`src/rtl/ctrl_reg_pkg.sv`:
```
package ctrl_reg_pkg;

  localparam int IDX_W = 4;

  typedef enum logic [1:0] {
    PM_USER  = 2'd0,
    PM_PRIV  = 2'd1,
    PM_HYPER = 2'd2,
    PM_RSVD  = 2'd3
  } pmode_e;

  typedef enum logic [1:0] {
    FLT_NONE    = 2'd0,
    FLT_PRIVOP  = 2'd1,
    FLT_ILLEGAL = 2'd2
  } fault_e;

  localparam logic [IDX_W-1:0] IX_SINT   = 4'd0;
  localparam logic [IDX_W-1:0] IX_SSET   = 4'd1;
  localparam logic [IDX_W-1:0] IX_SCLR   = 4'd2;
  localparam logic [IDX_W-1:0] IX_TCMP   = 4'd3;
  localparam logic [IDX_W-1:0] IX_SCMP   = 4'd4;
  localparam logic [IDX_W-1:0] IX_TSTATE = 4'd5;
  localparam logic [IDX_W-1:0] IX_TBASE  = 4'd6;
  localparam logic [IDX_W-1:0] IX_VER    = 4'd7;

  // Highest set bit among [15:1], 0 when none is set.
  function automatic logic [3:0] sint_level(input logic [15:0] v);
    logic [3:0] lvl;
    lvl = 4'd0;
    for (int i = 1; i < 16; i++) begin
      if (v[i]) lvl = 4'(i);
    end
    return lvl;
  endfunction

  // Next soft-interrupt value for a direct, set-alias or clear-alias write.
  function automatic logic [63:0] sint_next(input logic [IDX_W-1:0] ix,
                                            input logic [63:0] cur,
                                            input logic [63:0] d);
    logic [63:0] nv;
    case (ix)
      IX_SSET: nv = cur | d;
      IX_SCLR: nv = cur & ~d;
      default: nv = d;
    endcase
    return nv;
  endfunction

endpackage

```
`src/rtl/ctrl_access_decode.sv`:
```
module ctrl_access_decode
  import ctrl_reg_pkg::*;
#(
  parameter int TL_W = 3
) (
  input  logic [IDX_W-1:0] idx_i,
  input  logic             wr_en_i,
  input  logic             rd_en_i,
  input  logic [1:0]       priv_i,
  input  logic [TL_W-1:0]  tl_i,
  output logic [1:0]       fault_o,
  output logic             wr_go_o
);

  logic user_mode;
  logic in_trap;
  logic rd_ill;
  logic wr_ill;
  logic need_priv;

  assign user_mode = (priv_i == PM_USER);
  assign in_trap   = (tl_i != '0);

  always_comb begin
    rd_ill    = 1'b0;
    wr_ill    = 1'b0;
    need_priv = 1'b0;
    case (idx_i)
      IX_SINT, IX_TCMP, IX_SCMP: need_priv = 1'b1;
      IX_SSET, IX_SCLR: begin
        rd_ill    = 1'b1;
        need_priv = 1'b1;
      end
      IX_TSTATE: begin
        rd_ill = !in_trap;
        wr_ill = !in_trap;
      end
      IX_TBASE: ;
      IX_VER:   wr_ill = 1'b1;
      default: begin
        rd_ill = 1'b1;
        wr_ill = 1'b1;
      end
    endcase
  end

  always_comb begin
    if ((rd_en_i && rd_ill) || (wr_en_i && wr_ill))
      fault_o = FLT_ILLEGAL;
    else if ((rd_en_i || wr_en_i) && need_priv && user_mode)
      fault_o = FLT_PRIVOP;
    else
      fault_o = FLT_NONE;
  end

  assign wr_go_o = wr_en_i && (fault_o == FLT_NONE);

endmodule

```
`src/rtl/ctrl_softint.sv`:
```
module ctrl_softint
  import ctrl_reg_pkg::*;
#(
  parameter int DW = 64
) (
  input  logic             clk,
  input  logic             rst_n,
  input  logic             wr_go_i,
  input  logic [IDX_W-1:0] idx_i,
  input  logic [DW-1:0]    wr_data_i,
  output logic [DW-1:0]    sint_o,
  output logic             recheck_o
);

  logic [DW-1:0] sint_q;
  logic [DW-1:0] sint_nv;
  logic          sint_hit;
  logic [3:0]    lvl_old;
  logic [3:0]    lvl_new;

  assign sint_hit = wr_go_i &&
                    (idx_i == IX_SINT || idx_i == IX_SSET || idx_i == IX_SCLR);
  assign sint_nv  = DW'(sint_next(idx_i, 64'(sint_q), 64'(wr_data_i)));
  assign lvl_old  = sint_level(sint_q[15:0]);
  assign lvl_new  = sint_level(sint_nv[15:0]);

  always_ff @(posedge clk) begin
    if (!rst_n) begin
      sint_q    <= '0;
      recheck_o <= 1'b0;
    end else begin
      recheck_o <= sint_hit && (lvl_new > lvl_old);
      if (sint_hit) sint_q <= sint_nv;
    end
  end

  assign sint_o = sint_q;

endmodule

```
`src/rtl/ctrl_plain_regs.sv`:
```
module ctrl_plain_regs
  import ctrl_reg_pkg::*;
#(
  parameter int DW       = 64,
  parameter int LOW_ZERO = 15
) (
  input  logic             clk,
  input  logic             rst_n,
  input  logic             wr_go_i,
  input  logic [IDX_W-1:0] idx_i,
  input  logic [DW-1:0]    wr_data_i,
  output logic [DW-1:0]    tcmp_o,
  output logic [DW-1:0]    scmp_o,
  output logic [DW-1:0]    tstate_o,
  output logic [DW-1:0]    tbase_o
);

  localparam int NREG = 4;
  localparam logic [DW-1:0] BASE_MASK = ~DW'((64'd1 << LOW_ZERO) - 64'd1);
  localparam logic [IDX_W-1:0] SLOT_IX [NREG] = '{IX_TCMP, IX_SCMP, IX_TSTATE, IX_TBASE};

  logic [DW-1:0] slot_q [NREG];

  for (genvar g = 0; g < NREG; g++) begin : g_slot
    localparam logic [DW-1:0] KEEP = (g == NREG - 1) ? BASE_MASK : '1;
    always_ff @(posedge clk) begin
      if (!rst_n) slot_q[g] <= '0;
      else if (wr_go_i && idx_i == SLOT_IX[g]) slot_q[g] <= wr_data_i & KEEP;
    end
  end

  assign tcmp_o   = slot_q[0];
  assign scmp_o   = slot_q[1];
  assign tstate_o = slot_q[2];
  assign tbase_o  = slot_q[3] & BASE_MASK;

endmodule

```
`src/rtl/ctrl_reg_bank.sv`:
```
module ctrl_reg_bank
  import ctrl_reg_pkg::*;
#(
  parameter int DW       = 64,
  parameter int TL_W     = 3,
  parameter int LOW_ZERO = 15,
  parameter int NWIN     = 8,
  parameter int MAX_TL   = 6,
  parameter int MAX_GL   = 3
) (
  input  logic            clk,
  input  logic            rst_n,
  input  logic [3:0]      idx_i,
  input  logic            wr_en_i,
  input  logic            rd_en_i,
  input  logic [DW-1:0]   wr_data_i,
  input  logic [1:0]      priv_i,
  input  logic [TL_W-1:0] tl_i,
  output logic [DW-1:0]   rd_data_o,
  output logic [1:0]      fault_o,
  output logic            irq_recheck_o
);

  localparam logic [DW-1:0] VER_WORD =
    DW'({8'(MAX_GL), 8'(MAX_TL), 8'(NWIN)});

  logic          wr_go;
  logic [DW-1:0] sint_q;
  logic [DW-1:0] tcmp_q;
  logic [DW-1:0] scmp_q;
  logic [DW-1:0] tstate_q;
  logic [DW-1:0] tbase_q;
  logic [DW-1:0] rd_sel;

  ctrl_access_decode #(.TL_W(TL_W)) u_dec (
    .idx_i   (idx_i),
    .wr_en_i (wr_en_i),
    .rd_en_i (rd_en_i),
    .priv_i  (priv_i),
    .tl_i    (tl_i),
    .fault_o (fault_o),
    .wr_go_o (wr_go)
  );

  ctrl_softint #(.DW(DW)) u_sint (
    .clk       (clk),
    .rst_n     (rst_n),
    .wr_go_i   (wr_go),
    .idx_i     (idx_i),
    .wr_data_i (wr_data_i),
    .sint_o    (sint_q),
    .recheck_o (irq_recheck_o)
  );

  ctrl_plain_regs #(.DW(DW), .LOW_ZERO(LOW_ZERO)) u_regs (
    .clk       (clk),
    .rst_n     (rst_n),
    .wr_go_i   (wr_go),
    .idx_i     (idx_i),
    .wr_data_i (wr_data_i),
    .tcmp_o    (tcmp_q),
    .scmp_o    (scmp_q),
    .tstate_o  (tstate_q),
    .tbase_o   (tbase_q)
  );

  always_comb begin
    case (idx_i)
      IX_SINT:   rd_sel = sint_q;
      IX_TCMP:   rd_sel = tcmp_q;
      IX_SCMP:   rd_sel = scmp_q;
      IX_TSTATE: rd_sel = tstate_q;
      IX_TBASE:  rd_sel = tbase_q;
      IX_VER:    rd_sel = VER_WORD;
      default:   rd_sel = '0;
    endcase
  end

  assign rd_data_o = (rd_en_i && fault_o == FLT_NONE) ? rd_sel : '0;

endmodule

```
`config.mk`:
```
export PLATFORM = sky130hd
export DESIGN_NAME = ctrl_reg_bank
export DESIGN_NICKNAME = d
export VERILOG_FILES = /design/src/rtl/ctrl_reg_pkg.sv /design/src/rtl/ctrl_access_decode.sv /design/src/rtl/ctrl_softint.sv /design/src/rtl/ctrl_plain_regs.sv /design/src/rtl/ctrl_reg_bank.sv
export SDC_FILE = /design/constraint.sdc
export NUM_CORES = 1
export LEC_CHECK = 0
export BUFFER_PORTS_ARGS = -buffer_cell sky130_fd_sc_hd__clkbuf_2
export CORE_MARGIN = 2
export CORE_UTILIZATION = 57
export DETAILED_ROUTE_END_ITERATION = 10
export GPL_ROUTABILITY_DRIVEN = 0
export GPL_TIMING_DRIVEN = 0
export PLACE_DENSITY = 0.8
export SYNTH_ARGS = -nofsm -noshare
export SYNTH_HDL_FRONTEND = slang
export SYNTH_SLANG_ARGS = --single-unit
```
`constraint.sdc`:
```
create_clock -name clk -period 6.05 [get_ports clk]
set_input_delay 1.21 -clock clk [delete_from_list [all_inputs] [get_ports clk]]
set_output_delay 1.21 -clock clk [all_outputs]
set_load 0.01 [all_outputs]
```
==> qor.csv, run 1 <==
metric,value,unit
status,"finished, final reports clean",
unrepaired setup endpoints after global routing,no,
post-synthesis sequential area ratio,61.9,%
setup TNS,0,ns
number of enable flip-flop cells after synthesis,241,
P&R area growth vs syn,16.5,%
DP HPWL,26.7,mm
Core Area,23600,um^2
grt ovf,0,
M1 GR Usage,42.0,%
Rel. slew slack,44.8,%
cell area after synthesis,13800,um^2
final hold violations,0,
Die Footprint,25500,um^2
H-tree depth,1,
CP endpoint,rd_data_o[54],
layout cells sized above 1,19.1,%
Crit Path Class,in2out,
total setup buffers inserted after CTS,0,
largest net degree at the start of global routing,55,
Critical Path Sink Type,output port,
Die H,160,um
Yosys cell types,65,
Tot Pwr,4.74,mW
Pleak,5.43,nW
DP Worst Slack,1.21,ns
port bufs,139,
post_cts resized,0,
"Clk Latency, worst-skew pair",0.57,ns
Final ANT Viol Nets,0,
final worst path period need,4.92,ns
most frequent cell after synthesis,nor2_1,
cell taking the most area after synthesis,edfxtp_1,
fraction of registers with async set/reset,0,%
clock tree buffer depth,3,
Clock Sink Count,306,
power per cell area,295,nW/um^2
Setup Viol. Count Final,0,
"Worst Setup Slack, final",1.13,ns
Psw,1.11,mW
worst-case reg-to-reg path depth,11,
Layout Cells excl Fill,1786,
wire length per cell,23.2,um
"Slew Viols, Final",0,
DR pass1 iterations,6,
Peak Freq,203,MHz
Post-CTS Hold Buffers,0,
Synth Warn #,0,
critical path peak fanout,10,
hold_ws,0.493,ns
Site Rows,56,
Clk pwr share,42.0,%
Top Ports,144,
leading post-synthesis cells by cell area,"edfxtp_1, dfxtp_1, nor2_1",
peak supply drop,214,uV
met3 Use GR,5.97,%
Synth Net Count,1347,
gate count after technology mapping,1266,
Initial Util,58.4,%
Seq pwr share,50.6,%
Tcrit/Tclk final,81.3,%
DR vias,11669,
# nets final,1523,
syn_area_per_cell,10.9,um^2
crit path launch,idx_i[0],
vias in the first global route,11357,
layer with the highest usage,met2,
Worst-path clk slew,0.07,ns
Worst-Margin Slew,0.828,ns
Cell Int Power,3.63,mW
initial antenna violation count,0,
DRT iter0 DRCs,1848,
Startpoint Class,primary input,
Max Cap Viol,0,
total global-route track usage,31.8,%
Reg2Reg Setup Slack,3.47,ns
M2 GR Usage,52.9,%
Post-synth top cells,"nor2_1, edfxtp_1, nand2_1",
CP arrival,3.71,ns
drc violations,0,
Switching Share,23.5,%
# placed instances,1728,
"wirelength, routed",41.5,mm
FF-to-FF Start,u_sint.sint_o[2],
Critical Path RT,4.84,ns
Seq cells post-synth,306,
# fillers,1732,
CTS tree,yes,
DR vias/cell,6.53,
Hold/Removal Path Class,reg2reg,
dominant synthesized flop cell,edfxtp_1,
Antenna diodes,0,
clk root buf,clkbuf_16,
combinational fraction of design power,7.4,%
CTS Buf Count,31,
global-route wire length before repair,63.1,mm
Die W,160,um
top cell type's share of synthesized area,52.4,%
worst r2r dst,u_sint.recheck_o,
Fin Clk Skew,0.00580,ns
sequential cells by signal, indices dropped and copies added (netlist names):
signal and flops:
u_sint.recheck_o 1, u_regs.slot_q 241, u_sint.sint_o 64
how the worst min path moves through the flow:
stage                                 start                end  slack, ns  depth (start not counted)
final                     u_sint.sint_o[54]  u_sint.sint_o[54]       0.49                          1
after global routing      u_sint.sint_o[53]  u_sint.sint_o[53]       0.51                          1
after CTS                 u_sint.sint_o[54]  u_sint.sint_o[54]       0.49                          1
after detailed placement  u_sint.sint_o[54]  u_sint.sint_o[54]       0.47                          1
after global placement    u_sint.sint_o[53]  u_sint.sint_o[53]       0.46                          1
after floorplan           u_sint.sint_o[53]  u_sint.sint_o[53]       0.45                          1
through the flow:
step / instance area, um^2 / util, %
after detailed placement: 15000 / 63.6
after global placement: 14900 / 63.1
final: 16100 / 68.1
after global routing: 16100 / 68.1
after CTS: 16100 / 68.1
after floorplan: 13800 / -
metal layers:
metal / routed length, um / vias to the layer above / share of wire [%]
li1: - / 5098 / -
met4: 1460 / 0 / 3.5
met5: 0 / - / 0
met2: 20100 / 863 / 48
met3: 5050 / 139 / 12
met1: 14900 / 5569 / 36
critical path, cell delays in order:
cell and delay (ns):
clkbuf_2 0.14, buf_6 0.16, or2_2 0.34, nor3_4 0.48
clkbuf_1 0.60, a22oi_1 0.21, a31oi_1 0.35, clkbuf_2 0.21
power groups by stage:
stage          Clock [mW]  Sequential [mW]  Combinational, mW
2_1_floorplan           0             2.43              0.192
3_3_place_gp            0             2.44              0.322
3_5_place_dp            0             2.44              0.339
4_1_cts              1.99             2.40              0.342
5_1_grt              2.07             2.40              0.373
6_report             1.99             2.40              0.349
layout make-up:
cell class                 count  area, um^2  share of cell area (%)
buffer                       108         568                    3.53
sequential                   306        8540                    53.1
multi-input combinational    843        4680                    29.1
clock buffer                  38         842                    5.24
timing repair buffer         143         791                    4.92
clock inverter                20         221                    1.38
inverter                       9        33.8                   0.210
tap                          319         399                    2.48
kinds of logic (layout without fill, tap and decap cells):
| kind of cell | after synthesis | after routing | synth area share, % |
|---|---|---|---|
| muxes | 2 | 2 | 0.154 |
| xor gates and xnor gates | 1 | 1 | 0.0635 |
| DFF | 306 | 306 | 61.9 |
| buffers and inverters | 117 | 318 | 4.36 |
| and+or+nand+nor | 456 | 456 | 13.9 |
| adders and majority gates | 4 | 4 | 0.363 |
| AOI/OAI and AO/OA | 380 | 380 | 19.3 |
placed cells by master (no fill, tap or decap), types with 8 or more instances in the layout:
cell / n
clkbuf_16: 31
dfxtp_1: 65
a22oi_1: 123
clkbuf_1: 38
inv_1: 9
o21ai_0: 70
nor3_1: 8
clkbuf_2: 139
nand2_1: 127
nor2_1: 275
buf_6: 11
clkinv_2: 8
a32o_1: 47
buf_2: 52
edfxtp_1: 241
a21oi_1: 41
a31oi_1: 53
(Power assumes the default switching activity.)
==> run 2, diff against run 1 <==
--- a/config.mk
+++ b/config.mk
@@ -7,11 +7,11 @@
 export LEC_CHECK = 0
 export BUFFER_PORTS_ARGS = -buffer_cell sky130_fd_sc_hd__clkbuf_2
 export CORE_MARGIN = 2
-export CORE_UTILIZATION = 57
+export CORE_UTILIZATION = 53
 export DETAILED_ROUTE_END_ITERATION = 10
 export GPL_ROUTABILITY_DRIVEN = 0
 export GPL_TIMING_DRIVEN = 0
-export PLACE_DENSITY = 0.8
+export PLACE_DENSITY = 0.78
 export SYNTH_ARGS = -nofsm -noshare
 export SYNTH_HDL_FRONTEND = slang
 export SYNTH_SLANG_ARGS = --single-unit
==> constraint.sdc (replaced) <==
create_clock -name clk -period 4.4 [get_ports clk]
set_input_delay 0.88 -clock clk [delete_from_list [all_inputs] [get_ports clk]]
set_output_delay 0.88 -clock clk [all_outputs]
set_load 0.01 [all_outputs]
==> qor.csv, run 2 (synthesized netlist as in run 1, its figures left out) <==
metric,value,unit
CP arrival,3.40,ns
critical path peak fanout,10,
global-route wire length before repair,62.1,mm
layout cells sized above 1,19.2,%
post_cts resized,0,
clock tree buffer depth,3,
Worst-Margin Slew,0.810,ns
Crit path top cell by count,buf_2,
# nets final,1523,
Final ANT Viol Nets,0,
Seq pwr share,50.9,%
Switching Share,23.4,%
H-tree depth,1,
DR vias/cell,6.44,
Biggest register,u_regs.slot_q,
combinational fraction of design power,7.5,%
Critical Path RT,3.52,ns
Max Cap Viol,0,
unrepaired setup endpoints after global routing,no,
Core Area,25800,um^2
Final Util,62.3,%
grt ovf,0,
Peak Freq,234,MHz
Rel. slew slack,46.0,%
Startpoint Class,primary input,
Die W,165,um
Pleak,5.43,nW
port bufs,139,
"Clk Latency, worst-skew pair",0.57,ns
peak supply drop,330,uV
clk root buf,clkbuf_16,
DRT iter0 DRCs,1670,
Tcrit/Tclk final,97.3,%
initial antenna violation count,1,
CTS Buf Count,31,
power per cell area,402,nW/um^2
P&R area growth vs syn,16.7,%
drc violations,0,
Critical Path Sink Type,output port,
crit path max-delay cell type,nor2_1,
CP cell instances,clkbuf_2 -> buf_2 -> nor2_1 -> and3_1 -> buf_2 -> buf_2 -> a22oi_1 -> a31oi_1 -> clkbuf_2,
Hold/Removal Path Class,reg2reg,
Post-CTS Hold Buffers,0,
Initial Util,53.4,%
# fillers,2072,
"commonest non-fill, non-tap cell in the layout",nor2_1,
"wirelength, routed",41.4,mm
final worst path period need,4.28,ns
Clock Sink Count,306,
total setup buffers inserted after CTS,0,
Site Rows,59,
wire length per cell,22.9,um
final hold violations,0,
"Slew Viols, Final",0,
DP HPWL,27.1,mm
vias in the first global route,11200,
hold_ws,0.493,ns
Antenna diodes,0,
Die H,165,um
total global-route track usage,29.9,%
Top Ports,144,
Setup Viol. Count Final,0,
Clk pwr share,41.7,%
CP max stage delay,0.50,ns
"commonest non-fill, non-tap cells in the layout","nor2_1, edfxtp_1, clkbuf_2, nand2_1, a22oi_1",
Psw,1.52,mW
Worst-path clk slew,0.06,ns
DR pass1 iterations,6,
Crit Path Class,in2out,
setup TNS,0,ns
status,"finished, final reports clean",
Fin Clk Skew,0.00555,ns
Cell Int Power,4.96,mW
largest net degree at the start of global routing,51,
CTS tree,yes,
Die Footprint,27300,um^2
number of flip-flops in the largest register,241,
DR vias,11612,
[run 2: cell types whose count changed in the layout (fill, tap and decap cells not counted), sizes merged]
| cell | delta |
|---|---|
| bufinv | -2 |
| clkbuf | +7 |
| clkinv | -6 |
| clkinvlp | +1 |
[run 2: metrics by stage]
| stage | power (mW) | cell area, um^2 | setup slack (ns) | cells |
|---|---|---|---|---|
| global route | 6.63 | 16100 | 0.0332 | 1802 |
| floorplan | 3.61 | 13800 | 0.365 | 1266 |
| CTS | 6.46 | 16100 | 0.185 | 1802 |
| global placement | 3.80 | 14900 | -1.10 | 1740 |
| finish | 6.48 | 16100 | 0.120 | 1802 |
| detailed placement | 3.82 | 15000 | 0.188 | 1744 |
[run 2: layout make-up]
| cell class | count | area [um^2] | area share, % |
|---|---|---|---|
| plain buffers | 108 | 569 | 3.54 |
| well taps | 335 | 419 | 2.60 |
| clock inverters | 13 | 141 | 0.878 |
| repair buffers | 143 | 798 | 4.96 |
| inverters | 9 | 33.8 | 0.210 |
| clock buffers | 45 | 918 | 5.70 |
| flip-flops and latches | 306 | 8540 | 53.0 |
| multi-input cells | 843 | 4680 | 29.1 |
[run 2: final timing paths]
kind,from,endpoint,slack (ns),cells past startpoint
worst min register to register,u_sint.sint_o[53],u_sint.sint_o[53],0.49,1
worst max register to register,u_sint.sint_o[2],u_sint.recheck_o,1.78,11
worst max-delay path,idx_i[3],rd_data_o[54],0.12,9
worst min-delay path,u_sint.sint_o[53],u_sint.sint_o[53],0.49,1
[run 2: worst max-delay path: cells and delay by family]
kind | cells | cell delay (ns)
AOI/OAI and AO/OA | 2 | 0.48
and+or+nand+nor | 2 | 0.78
buffers and inverters | 5 | 1.24
[run 2: power by group through the flow]
| stage | Clock [mW] | Sequential, mW | Combinational (mW) |
|---|---|---|---|
| floorplan | 0 | 3.35 | 0.263 |
| global placement | 0 | 3.36 | 0.446 |
| detailed placement | 0 | 3.35 | 0.471 |
| CTS | 2.70 | 3.29 | 0.474 |
| global route | 2.81 | 3.30 | 0.515 |
| finish | 2.70 | 3.29 | 0.483 |
[run 2: per-layer routing]
layer	track usage, %	routed length (um)
met1	39.7	15300
met2	49.1	19900
met3	6.54	4950
met4	10.3	1230
met5	0	0
